<file path="src/rtl/flash_cmd_pkg.sv">
package flash_cmd_pkg;

  localparam int ADDR_UNLOCK_A = 'h555;
  localparam int ADDR_UNLOCK_B = 'h2AA;

  typedef enum logic [2:0] {
    MD_READ = 3'd0,
    MD_SEQ  = 3'd1,
    MD_ID   = 3'd2,
    MD_FAST = 3'd3,
    MD_JOB  = 3'd4
  } mode_e;

  typedef enum logic [1:0] {
    JK_PROG  = 2'd0,
    JK_SECT  = 2'd1,
    JK_CHIP  = 2'd2
  } jobKind_e;

  typedef enum logic [3:0] {
    S_IDLE, S_U1, S_U2, S_PROG_WAIT, S_AUTO,
    S_E1, S_E2, S_E3,
    S_BYP, S_BYP_PROG, S_BYP_EXIT, S_BUSY
  } seqState_e;

  typedef struct packed {
    logic     launch;
    jobKind_e kind;
    logic     idMode;
  } ctlStrobe_t;

endpackage

</file>
<file path="src/rtl/flash_cmd_ctrl.sv">
module flash_cmd_ctrl
  import flash_cmd_pkg::*;
#(
  parameter int ADDR_W = 22
) (
  input  logic              clk,
  input  logic              rstN,
  input  logic              hwResetN,
  input  logic              ceN,
  input  logic              weN,
  input  logic              fastProg,
  input  logic              recReady,
  input  logic              jobDone,
  input  logic [ADDR_W-1:0] addr,
  input  logic [7:0]        cmdByte,
  output ctlStrobe_t        strobes,
  output mode_e             mode,
  output logic              busy
);

  seqState_e state, nxt;
  logic accelQ, retByp;
  logic wrHit, atA, atB, inByp, accelFall;

  assign wrHit     = !ceN && !weN;
  assign atA       = addr == ADDR_W'(ADDR_UNLOCK_A);
  assign atB       = addr == ADDR_W'(ADDR_UNLOCK_B);
  assign inByp     = (state == S_BYP) || (state == S_BYP_PROG) || (state == S_BYP_EXIT);
  assign accelFall = accelQ && !fastProg;
  assign busy      = state == S_BUSY;

  always_comb begin
    nxt = state;
    strobes.launch = 1'b0;
    strobes.kind   = JK_PROG;
    strobes.idMode = state == S_AUTO;
    if (state == S_BUSY) begin
      if (jobDone) nxt = (retByp || fastProg) ? S_BYP : S_IDLE;
    end else if (!recReady) begin
      nxt = state;
    end else if (fastProg && !inByp) begin
      nxt = S_BYP;
    end else if (accelFall && inByp) begin
      nxt = S_IDLE;
    end else if (wrHit) begin
      case (state)
        S_IDLE:      nxt = (atA && cmdByte == 8'hAA) ? S_U1 : S_IDLE;
        S_U1:        nxt = (atB && cmdByte == 8'h55) ? S_U2 : S_IDLE;
        S_U2: begin
          nxt = S_IDLE;
          if (atA) begin
            case (cmdByte)
              8'hA0:   nxt = S_PROG_WAIT;
              8'h90:   nxt = S_AUTO;
              8'h20:   nxt = S_BYP;
              8'h80:   nxt = S_E1;
              default: nxt = S_IDLE;
            endcase
          end
        end
        S_PROG_WAIT, S_BYP_PROG: begin
          strobes.launch = 1'b1;
          strobes.kind   = JK_PROG;
          nxt            = S_BUSY;
        end
        S_AUTO:      nxt = S_IDLE;
        S_E1:        nxt = (atA && cmdByte == 8'hAA) ? S_E2 : S_IDLE;
        S_E2:        nxt = (atB && cmdByte == 8'h55) ? S_E3 : S_IDLE;
        S_E3: begin
          nxt = S_IDLE;
          if (cmdByte == 8'h30) begin
            strobes.launch = 1'b1;
            strobes.kind   = JK_SECT;
            nxt            = S_BUSY;
          end else if (cmdByte == 8'h10 && atA) begin
            strobes.launch = 1'b1;
            strobes.kind   = JK_CHIP;
            nxt            = S_BUSY;
          end
        end
        S_BYP: begin
          if (cmdByte == 8'hA0)      nxt = S_BYP_PROG;
          else if (cmdByte == 8'h90) nxt = S_BYP_EXIT;
          else                       nxt = S_BYP;
        end
        S_BYP_EXIT:  nxt = (cmdByte == 8'h00 && !fastProg) ? S_IDLE : S_BYP;
        default:     nxt = S_IDLE;
      endcase
    end
  end

  always_ff @(posedge clk or negedge rstN) begin
    if (!rstN) begin
      state  <= S_IDLE;
      accelQ <= 1'b0;
      retByp <= 1'b0;
    end else if (!hwResetN) begin
      state  <= S_IDLE;
      accelQ <= fastProg;
      retByp <= 1'b0;
    end else begin
      state  <= nxt;
      accelQ <= fastProg;
      if (strobes.launch) retByp <= inByp;
      else if (accelFall) retByp <= 1'b0;
    end
  end

  always_comb begin
    case (state)
      S_IDLE:                      mode = MD_READ;
      S_AUTO:                      mode = MD_ID;
      S_BYP, S_BYP_PROG, S_BYP_EXIT: mode = MD_FAST;
      S_BUSY:                      mode = MD_JOB;
      default:                     mode = MD_SEQ;
    endcase
  end

  // a held reset puts the sequencer back in read mode
  assert_reset_read_R9: assert property (@(posedge clk) disable iff (!rstN)
    !hwResetN |=> state == S_IDLE);

  // the accelerated input forces fast mode (or a job started from it)
  assert_accel_fast_R8: assert property (@(posedge clk) disable iff (!rstN)
    (hwResetN && recReady && fastProg && state != S_BUSY) |=> (inByp || busy));

  // a job only ends on done or reset
  assert_busy_hold_R7: assert property (@(posedge clk) disable iff (!rstN)
    (hwResetN && busy && !jobDone) |=> busy);

endmodule

</file>
<file path="src/rtl/flash_cmd_dp.sv">
module flash_cmd_dp
  import flash_cmd_pkg::*;
#(
  parameter int          ADDR_W          = 22,
  parameter int          DATA_W          = 16,
  parameter int          BOOT_BANK_WORDS = 32768,
  parameter int          SHORT_WAIT      = 6,
  parameter int          LONG_WAIT       = 24,
  parameter logic [7:0]  MFR_CODE        = 8'h01,
  parameter logic [7:0]  DEV_CODE        = 8'h7E
) (
  input  logic              clk,
  input  logic              rstN,
  input  logic              hwResetN,
  input  logic              ceN,
  input  logic              oeN,
  input  logic              fastProg,
  input  logic              jobDone,
  input  logic              busy,
  input  logic [ADDR_W-1:0] addr,
  input  logic [DATA_W-1:0] wdata,
  input  ctlStrobe_t        strobes,
  output logic              recReady,
  output logic              jobReq,
  output logic [1:0]        jobKind,
  output logic [ADDR_W-1:0] jobAddr,
  output logic [DATA_W-1:0] jobData,
  output logic              jobBank,
  output logic              outEn,
  output logic              readSel,
  output logic [DATA_W-1:0] idData,
  output logic              protOverride
);

  localparam int CNT_W = $clog2(LONG_WAIT + 1);

  logic [CNT_W-1:0] waitCnt;
  logic             longPend;

  always_ff @(posedge clk or negedge rstN) begin
    if (!rstN) begin
      jobReq  <= 1'b0;
      jobKind <= 2'd0;
      jobAddr <= '0;
      jobData <= '0;
    end else if (!hwResetN) begin
      jobReq <= 1'b0;
    end else if (strobes.launch) begin
      jobReq  <= 1'b1;
      jobKind <= strobes.kind;
      jobAddr <= addr;
      jobData <= wdata;
    end else if (jobDone) begin
      jobReq <= 1'b0;
    end
  end

  always_ff @(posedge clk or negedge rstN) begin
    if (!rstN) begin
      waitCnt  <= '0;
      longPend <= 1'b0;
    end else if (!hwResetN) begin
      longPend <= longPend || busy;
      waitCnt  <= (longPend || busy) ? CNT_W'(LONG_WAIT) : CNT_W'(SHORT_WAIT);
    end else begin
      longPend <= 1'b0;
      if (waitCnt != '0) waitCnt <= waitCnt - CNT_W'(1);
    end
  end

  assign recReady     = waitCnt == '0;
  assign outEn        = hwResetN && recReady && !ceN && !oeN;
  assign readSel      = strobes.idMode;
  assign protOverride = fastProg && hwResetN;
  assign jobBank      = jobAddr >= ADDR_W'(BOOT_BANK_WORDS);
  assign idData       = {{(DATA_W-8){1'b0}}, (addr[0] ? DEV_CODE : MFR_CODE)};

  // the request seen by the back end tracks the sequencer busy state
  assert_job_match_R1: assert property (@(posedge clk) disable iff (!rstN)
    busy == jobReq);

  // a held reset always opens a recovery window
  assert_reset_wait_R10: assert property (@(posedge clk) disable iff (!rstN)
    !hwResetN |=> !recReady);

  // a launched job stays requested until done or reset
  assert_req_hold_R7: assert property (@(posedge clk) disable iff (!rstN)
    (hwResetN && jobReq && !jobDone) |=> jobReq);

endmodule

</file>
<file path="src/rtl/flash_cmd_seq.sv">
module flash_cmd_seq
  import flash_cmd_pkg::*;
#(
  parameter int          ADDR_W          = 22,
  parameter int          DATA_W          = 16,
  parameter int          BOOT_BANK_WORDS = 32768,
  parameter int          SHORT_WAIT      = 6,
  parameter int          LONG_WAIT       = 24,
  parameter logic [7:0]  MFR_CODE        = 8'h01,
  parameter logic [7:0]  DEV_CODE        = 8'h7E
) (
  input  logic              clk,
  input  logic              rstN,
  input  logic              hwResetN,
  input  logic              ceN,
  input  logic              weN,
  input  logic              oeN,
  input  logic              fastProg,
  input  logic [ADDR_W-1:0] addr,
  input  logic [DATA_W-1:0] wdata,
  input  logic              jobDone,
  output logic [2:0]        mode,
  output logic              readSel,
  output logic [DATA_W-1:0] idData,
  output logic              outEn,
  output logic              busy,
  output logic              protOverride,
  output logic              jobReq,
  output logic [1:0]        jobKind,
  output logic [ADDR_W-1:0] jobAddr,
  output logic [DATA_W-1:0] jobData,
  output logic              jobBank
);

  ctlStrobe_t strobes;
  mode_e      modeInt;
  logic       recReady;

  flash_cmd_ctrl #(.ADDR_W(ADDR_W)) ctrl_i (
    .clk(clk), .rstN(rstN), .hwResetN(hwResetN), .ceN(ceN), .weN(weN),
    .fastProg(fastProg), .recReady(recReady), .jobDone(jobDone),
    .addr(addr), .cmdByte(wdata[7:0]), .strobes(strobes),
    .mode(modeInt), .busy(busy)
  );

  flash_cmd_dp #(
    .ADDR_W(ADDR_W), .DATA_W(DATA_W), .BOOT_BANK_WORDS(BOOT_BANK_WORDS),
    .SHORT_WAIT(SHORT_WAIT), .LONG_WAIT(LONG_WAIT),
    .MFR_CODE(MFR_CODE), .DEV_CODE(DEV_CODE)
  ) dp_i (
    .clk(clk), .rstN(rstN), .hwResetN(hwResetN), .ceN(ceN), .oeN(oeN),
    .fastProg(fastProg), .jobDone(jobDone), .busy(busy), .addr(addr),
    .wdata(wdata), .strobes(strobes), .recReady(recReady), .jobReq(jobReq),
    .jobKind(jobKind), .jobAddr(jobAddr), .jobData(jobData), .jobBank(jobBank),
    .outEn(outEn), .readSel(readSel), .idData(idData), .protOverride(protOverride)
  );

  assign mode = modeInt;

endmodule

</file>
<file path="config.mk">
export PLATFORM = sky130hd
export DESIGN_NAME = flash_cmd_seq
export DESIGN_NICKNAME = d
export VERILOG_FILES = /design/src/rtl/flash_cmd_pkg.sv /design/src/rtl/flash_cmd_ctrl.sv /design/src/rtl/flash_cmd_dp.sv /design/src/rtl/flash_cmd_seq.sv
export SDC_FILE = /design/constraint.sdc
export NUM_CORES = 1
export LEC_CHECK = 0
export BUFFER_PORTS_ARGS = -buffer_cell sky130_fd_sc_hd__buf_2
export CAP_MARGIN = 15
export CORE_MARGIN = 2
export CORE_UTILIZATION = 46
export CTS_BUF_LIST = sky130_fd_sc_hd__clkbuf_2
export DETAILED_ROUTE_END_ITERATION = 6
export GPL_ROUTABILITY_DRIVEN = 0
export PLACE_DENSITY = 0.79
export SYNTH_ARGS = -nofsm -noshare
export SYNTH_HDL_FRONTEND = slang
export SYNTH_SLANG_ARGS = --single-unit
export TNS_END_PERCENT = 1
</file>
<file path="constraint.sdc">
create_clock -name clk -period 2.75 [get_ports clk]
set_input_delay 0.55 -clock clk [delete_from_list [all_inputs] [get_ports clk]]
set_output_delay 0.55 -clock clk [all_outputs]
set_load 0.005 [all_outputs]
</file>
Word-level counts from Yosys, hierarchy flattened
Index checks and enable logic that the tools add are counted.

Add/subtract/negate cells: 1. Order comparisons: 1. Eq/ne operators: 27. Multiplexer cells: 40. Reductions and logical operators: 29.

Operators by type and width (number): $mux W4 (13); $pmux W4 S9 (1); $eq A8 B8 Y1 const B (4); $mux W3 (9); $eq A22 B10 Y1 const B (1); $eq A22 B11 Y1 const B (1); $ge A22 B16 Y1 const B (1); $eq A4 B3 Y1 const B (4); $eq A4 B4 Y1 const B (4); $eq A8 B6 Y1 const B (2); $pmux W4 S4 (1); $mux W5 (3); $logic_and A1 B1 Y1 (12); $pmux W3 S4 (1); $ne A3 B1 Y1 const B (3); $eq A4 B2 Y1 const B (2); $eq A8 B5 Y1 const B (1); $eq A8 B7 Y1 const B (1); $logic_not A8 Y1 (1); $mux W1 (8); $mux W7 (1); $pmux W3 S2 (1); $logic_not A1 Y1 (5); $logic_not A5 Y1 (1); 13 further kinds (17).

Register bits: 53. Input port bits: 46. Output and inout port bits: 65. Word-level logic and storage cells: 107.

Depth between registers and ports, before layout
Gate-level depths: netlist of the first run.

Depth in word-level cells: 12. Depth in mapped cells: 10. Depth with buffers taken out: 8.

Hierarchy
Synthesis of the first run repeated with hierarchy kept, for this count alone.

Cells, all modules: 264. Area total of the unflattened synthesis: 2846.5 µm².

Modules (own cells, without submodules): flash_cmd_dp (instances 1, cells an instance 143, area an instance 1976.9 µm², seq. area each 1176.1 µm²); flash_cmd_ctrl (instances 1, cells an instance 121, area an instance 869.6 µm², seq. area each 150.1 µm²).

Worst setup path before layout of the first run
OpenSTA, ideal clock, no wires.

Path kind: input -> register. Start: input addr[1]. End: register dp_i.jobAddr[14]. Library setup time: 0.125 ns. Data arrival time: 2.757 ns. Data required time: 2.625 ns. Path slack: -0.132 ns. Cell stages on the path: 7. Buffers on the path: 2. Cell sequence: or4b_1 > or4_4 > o31a_1 > or3_1 > buf_6 > buf_12 > mux2_4.

Longest elaborated chain between the ends: 11.

Ends and longest elaborated chain: start: declaration (RTL line flash_cmd_seq.sv:19) `input logic [ADDR_W-1:0] addr,`; $eq A22 B11 Y1 (RTL line flash_cmd_ctrl.sv:26) `assign atA = addr == ADDR_W'(ADDR_UNLOCK_A);`; $logic_and A1 B1 Y1 (RTL line flash_cmd_ctrl.sv:75) `end else if (cmdByte == 8'h10 && atA) begin`; $mux W3 (RTL line flash_cmd_ctrl.sv:75); $mux W3 (RTL line flash_cmd_ctrl.sv:71) `if (cmdByte == 8'h30) begin`; $pmux W3 S2 (RTL line flash_cmd_ctrl.sv:46) `case (state)`; $mux W3 (RTL line flash_cmd_ctrl.sv:45) `end else if (wrHit) begin`; $mux W3 (RTL line flash_cmd_ctrl.sv:43) `end else if (accelFall && inByp) begin`; $mux W3 (RTL line flash_cmd_ctrl.sv:41) `end else if (fastProg && !inByp) begin`; $mux W3 (RTL line flash_cmd_ctrl.sv:39) `end else if (!recReady) begin`; $mux W3 (RTL line flash_cmd_ctrl.sv:37) `if (state == S_BUSY) begin`; $reduce_and A2 Y1 (no line); end signal: assignment (RTL line flash_cmd_dp.sv:51) `jobAddr <= addr;`; end: declaration (RTL line flash_cmd_dp.sv:26) `output logic [ADDR_W-1:0] jobAddr,`.

No other way between the ends. A chain may end at the register's enable or synchronous reset.

Final worst setup path of the first run
Start: register dp_i.waitCnt[0]. End: register dp_i.jobAddr[14].

Longest elaborated chain between the ends: 4.

Ends and longest elaborated chain: start: declaration (RTL line flash_cmd_dp.sv:37) `logic [CNT_W-1:0] waitCnt;`; start signal: assignment (RTL line flash_cmd_dp.sv:64) `waitCnt <= (longPend || busy) ? CNT_W'(LONG_WAIT) : CNT_W'(SHORT_WAIT);`; start signal: assignment (RTL line flash_cmd_dp.sv:67) `if (waitCnt != '0) waitCnt <= waitCnt - CNT_W'(1);`; $logic_not A5 Y1 (RTL line flash_cmd_dp.sv:71) `assign recReady = waitCnt == '0;`; $mux W3 (RTL line flash_cmd_ctrl.sv:39); $mux W3 (RTL line flash_cmd_ctrl.sv:37); $reduce_and A2 Y1 (no line).

No other way between the ends.

==> flow_metrics.tcl, run 1 <==
set metrics [dict create \
    run_status "finished clean" \
    drt_iter0_drc 106 \
    syn_to_final_growth_pct 21.7 \
    path_max_fanout 41 \
    die-area_sq_mm 0.00712 \
    cts_setup_buffers 0 \
    antennaDiodeCount 0 \
    fp-row-count 29 \
    maxCapViolCount 0 \
    cp.arrival_ps 2930 \
    grt_max_degree 42 \
    synth_area_sq_mm 0.00297 \
    cts_buffers 5 \
    cts_root_buf "clkbuf_2" \
    ys_seq_area_share_pct 44.7 \
    r2r_cells 8 \
    endpoint_kind "register" \
    post-route-util_pct 57.3 \
    clkPwrFrac_pct 24.4 \
    avgRoutedWirePerCell_um 15.2 \
    share_seq_of_total_power_pct 61.1 \
    crit_chain "inv_1 -> ha_1 -> nor4b_2 -> nor3b_2 -> nand4_1 -> or3_2 -> buf_12 -> mux2_4" \
    finalMaxSlewViolations 0 \
    clkTransAtPathRegs_ps 270 \
    dr.pass1.iters 4 \
    pwr-share-comb_pct 14.5 \
    sw_frac_of_total_pct 28.8 \
    cts_tree "built" \
    synthArstFlopShare_pct 100 \
    nets 418 \
    r2r-start "dp_i.waitCnt[0]" \
    ios 111 \
    cpPeakStageDelay_ps 500 \
    initial_core_util_pct 47.0 \
    reg2reg_to "dp_i.jobAddr[14]" \
    hold_depth 1 \
    cts_max_level 2 \
    crit_type "reg -> reg" \
    ir_drop_uv 231 \
    r2r_slack_ps 200 \
    power_density_mw_per_mm2 365 \
    hpwl_um 5160 \
    grt_pass1_vias 2288 \
    viasPerCell 5.39 \
    relSlewSlack_pct 63.6 \
    fp.dieH_um 84.4 \
    vias 2420 \
    hold_viol_final 0 \
    ant_nets 0 \
    setup_violations 0 \
    drive_above_1_share_pct 46.5 \
    grt_setup_unrepaired "no" \
    antenna_found_initial 0 \
    critPathSlowestCell "or3_2" \
    required_ps 3130 \
    coreArea_sq_mm 0.00631 \
    grt.overflow.total 0 \
    clk_latency_ps 440 \
    cp-start-kind "register" \
    grt_usage_pct 19.0 \
    clock-sinks 53 \
    ys_types 54 \
    p_int_mw 0.941 \
    ys_ff_latch 53 \
    die_w_um 84.4 \
    max_freq_mhz 392 \
    tightestPinTransition_ps 545 \
    hp-start "fastProg" \
    grt_pass1_wl_um 11100 \
    hold_path_class "in -> reg" \
    drc_errors 0 \
    syn_inst 260 \
    fin_skew_ps 8.58 \
    wl_um 6840 \
    p_switching_mw 0.380 \
    fin_crit_sh_pct 92.7 \
    syn_avg_cell_area_sq_um 11.4 \
    hold_end "ctrl_i.accelQ" \
    yosys_warnings 0 \
    synthFlopType "dfrtp_1" \
    place_ws_ps -255 \
    timing.final.crit_period_ps 2550 \
    port_buffers 101 \
    finalWorstSetupSlack_ps 201 \
    power.static_leakage_nw 2.01 \
    cts_buffer_depth 2 \
    synth-edff-count 0 \
]
==> layout make-up <==
cell class / instances / area, sq um
Clock buffer: 5 / 25.0
Clock inverter: 3 / 21.3
Fill cell: 566 / 2700
Inverter: 6 / 22.5
Multi-Input combinational cell: 183 / 1450
Sequential cell: 53 / 1330
Tap cell: 77 / 96.3
Timing Repair Buffer: 122 / 678
==> cells in the mapped netlist, drive strengths merged, types with 5 or more instances <==
master | count | area, sq um
nor3 | 16 | 80.1
buf | 20 | 195
clkbuf | 6 | 22.5
nor2 | 11 | 41.3
nand2 | 17 | 63.8
dfrtp | 53 | 1330
nor2b | 6 | 37.5
nand3 | 7 | 35.0
o21ai | 7 | 35.0
mux2 | 38 | 563
a21oi | 5 | 25.0
inv | 6 | 22.5
nor4 | 7 | 43.8
==> how the worst max path moves through the flow <==
stage,startpoint,to
floorplan,addr[1],dp_i.jobAddr[14]
global placement,addr[1],dp_i.jobData[10]
detailed placement,addr[1],dp_i.jobAddr[14]
CTS,dp_i.waitCnt[0],dp_i.jobAddr[9]
global route,dp_i.waitCnt[0],dp_i.jobAddr[9]
finish,dp_i.waitCnt[0],dp_i.jobAddr[14]
==> through the flow <==
stage | power, mW | area [sq um] | hold slack (ps) | std cells | setup TNS, ps
2_1_floorplan | 0.916 | 3000 | 254 | 268 | -1940
3_3_place_gp | 1.00 | 3550 | 439 | 440 | -8530
3_5_place_dp | 1.01 | 3550 | 443 | 440 | -9490
4_1_cts | 1.33 | 3600 | 233 | 449 | 0
5_1_grt | 1.39 | 3620 | 187 | 449 | 0
6_report | 1.32 | 3620 | 245 | 449 | 0
==> timing repair <==
item | in CTS | in global routing
endpoints found under the hold margin | 11 | 0
setup endpoints to repair | 0 | 38
gates resized for setup | 0 | 2
hold buffers | 1 | 0
==> registers in the layout, summed over array words and instances (netlist names) <==
| register | count |
|---|---|
| dp_i.jobKind | 2 |
| dp_i.waitCnt | 5 |
| ctrl_i.accelQ | 1 |
| dp_i.jobAddr | 22 |
| ctrl_i.retByp | 1 |
| dp_i.longPend | 1 |
| dp_i.jobReq | 1 |
| ctrl_i.state | 4 |
| dp_i.jobData | 16 |
==> worst max-delay path: cells and delay by family (launching register included) <==
kind	cells	cell delay [ps]
and+or+nand+nor	4	1170
buffers and inverters	2	300
adders and majority gates	1	190
DFF	1	470
muxes	1	330
==> cells in the final DEF (no fill, tap or decap), types with 6 or more instances in the layout <==
| cell | instances |
|---|---|
| buf_2 | 101 |
| buf_4 | 19 |
| conb_1 | 9 |
| dfrtp_1 | 53 |
| inv_1 | 6 |
| mux2_4 | 36 |
| nand2_1 | 17 |
| nand3_1 | 7 |
| nor2_1 | 11 |
| nor2b_1 | 6 |
| nor3_1 | 16 |
| nor4_1 | 7 |
| o21ai_0 | 7 |
==> metal layers <==
metal  GRT usage (%)  vias to the layer above  share of wire (%)
met5               0                        -                  0
li1                -                     1152                  -
met2            31.7                       99                 47
met3            3.83                       11                6.8
met4            5.05                        0                1.0
met1            25.4                     1158                 45
==> power groups by stage <==
stage          clock (mW)  sequential, mW  combinational [mW]
2_1_floorplan           0           0.812               0.104
4_1_cts             0.331           0.807               0.189
3_5_place_dp            0           0.819               0.187
3_3_place_gp            0           0.818               0.183
5_1_grt             0.362           0.811               0.213
6_report            0.322           0.807               0.191
==> logic make-up after synthesis <==
kind of cell             Yosys count  share of synthesized area, %
AND/OR/NAND/NOR                   97                          18.7
flip-flops                        53                          44.7
multiplexers                      38                          19.0
AO/OA/AOI/OAI                     35                          8.17
buffers and inverters             32                          8.09
XOR/XNOR                           3                         0.885
adder cells (fa/ha/maj)            1                         0.421
other                              1                         0.126
Note: power is estimated with default switching activity, not from simulation.
==> inputs of run 2 (changes only) <==
Settings changed: PLACE_DENSITY 0.79 to 0.81.
==> flow_metrics.tcl, run 2 (same netlist as run 1, synthesis figures left out) <==
set metrics [dict create \
    fin_skew_ps 9.06 \
    setup_violations 0 \
    port_buffers 101 \
    r2r_slack_ps 150 \
    top_register "dp_i.jobAddr" \
    r2r-start "dp_i.waitCnt[0]" \
    die_w_um 84.4 \
    hold_path_class "in -> async" \
    power.static_leakage_nw 1.99 \
    grt_usage_pct 19.3 \
    mostFrequentLayoutCell "buf_2" \
    tightestPinTransition_ps 537 \
    grt_pass1_vias 2380 \
    run_status "finished clean" \
    cts_setup_buffers 0 \
    nets 415 \
    drt_iter0_drc 116 \
    post-route-util_pct 56.9 \
    reg2reg_to "dp_i.jobAddr[4]" \
    ir_drop_uv 227 \
    grt_pass1_wl_um 11200 \
    maxCapViolCount 0 \
    fp-row-count 29 \
    clkTransAtPathRegs_ps 240 \
    antenna_found_initial 0 \
    cts_resized 1 \
    crit_type "reg -> reg" \
    initial_core_util_pct 47.0 \
    crit_start "dp_i.waitCnt[0]" \
    relSlewSlack_pct 64.2 \
    placed_cells 438 \
    syn_to_final_growth_pct 21.0 \
    cp.arrival_ps 2950 \
    layout_common_cells "101 x buf_2, 53 x dfrtp_1, 36 x mux2_4" \
    fill_cells 563 \
    antennaDiodeCount 0 \
    largestRegisters "dp_i.jobAddr x22, dp_i.jobData x16, dp_i.waitCnt x5" \
    timing.final.crit_period_ps 2600 \
    grt.overflow.total 0 \
    drc_errors 0 \
    fp.dieH_um 84.4 \
    cts_root_buf "clkbuf_2" \
    viasPerCell 5.42 \
    avgRoutedWirePerCell_um 15.5 \
    dr.pass1.iters 4 \
    largest_reg_flops 22 \
    seqCellArea_sq_mm 0.00133 \
    max_freq_mhz 384 \
    cts_buffers 5 \
    cp-start-kind "register" \
    endpoint "dp_i.jobAddr[4]" \
    clk_latency_ps 430 \
    ios 111 \
    drive_above_1_share_pct 45.9 \
    r2r_cells 8 \
    grt_max_degree 32 \
    coreArea_sq_mm 0.00631 \
    power_density_mw_per_mm2 357 \
    ctsHoldBuffers 0 \
    cts_tree "built" \
    grt_setup_unrepaired "no" \
    finalMaxSlewViolations 0 \
    hpwl_um 5320 \
    vias 2412 \
    die-area_sq_mm 0.00712 \
    hold_viol_final 0 \
    cts_buffer_depth 2 \
    ant_nets 0 \
    required_ps 3090 \
    path_max_fanout 13 \
    endpoint_kind "register" \
    wl_um 6890 \
    clock-sinks 53 \
    cts_max_level 2 \
    fin_crit_sh_pct 94.7 \
    multi_input_area_sq_mm 0.00145 \
    instances_no_fill 445 \
]
==> run 2: report_power, final <==
group | switching, mW | internal (mW)
logic | 0.108 | 0.0826
registers | 0.0141 | 0.792
clock network | 0.233 | 0.0546
total | 0.355 | 0.930
==> run 2: worst min-delay path by stage <==
stage / from / end
final: rstN / dp_i.jobData[11]
after global routing: rstN / dp_i.jobData[9]
after CTS: rstN / dp_i.jobData[9]
after detailed placement: dp_i.jobKind[1] / dp_i.jobKind[1]
after global placement: dp_i.jobKind[1] / dp_i.jobKind[1]
after floorplan: rstN / ctrl_i.accelQ
==> run 2: critical path: stages, from the launching register on <==
cell	delay [ps]
dfrtp_1	460
inv_1	90
ha_1	190
nor4b_2	260
nor3b_2	270
nand4_1	170
or3_2	530
buf_4	230
mux2_4	310
==> run 2: cell type report <==
cell class | instances | area share [%]
Tap cell | 77 | 2.68
Clock buffer | 5 | 0.696
Sequential cell | 53 | 36.9
Inverter | 6 | 0.627
Clock inverter | 2 | 0.313
Timing Repair Buffer | 119 | 18.5
Multi-Input combinational cell | 183 | 40.3
==> run 2: layer usage <==
| layer | vias up | share of wire [%] | global-route usage (%) |
|---|---|---|---|
| met5 | - | 0 | 0 |
| met3 | 7 | 6.1 | 3.54 |
| met4 | 0 | 0.86 | 4.91 |
| met2 | 98 | 50 | 33.8 |
| li1 | 1143 | - | - |
| met1 | 1164 | 43 | 24.9 |
==> run 2: per-stage QoR <==
stage	setup TNS (ps)	power (mW)	instance area, sq um	hold WS (ps)	setup WS [ps]
2_1_floorplan	-1940	0.916	3000	254	-54.1
3_3_place_gp	-7660	1.00	3550	462	-208
3_5_place_dp	-9140	1.01	3550	475	-253
4_1_cts	0	1.30	3590	44.6	56.9
5_1_grt	0	1.36	3590	20.7	28.6
6_report	0	1.28	3590	47.9	146
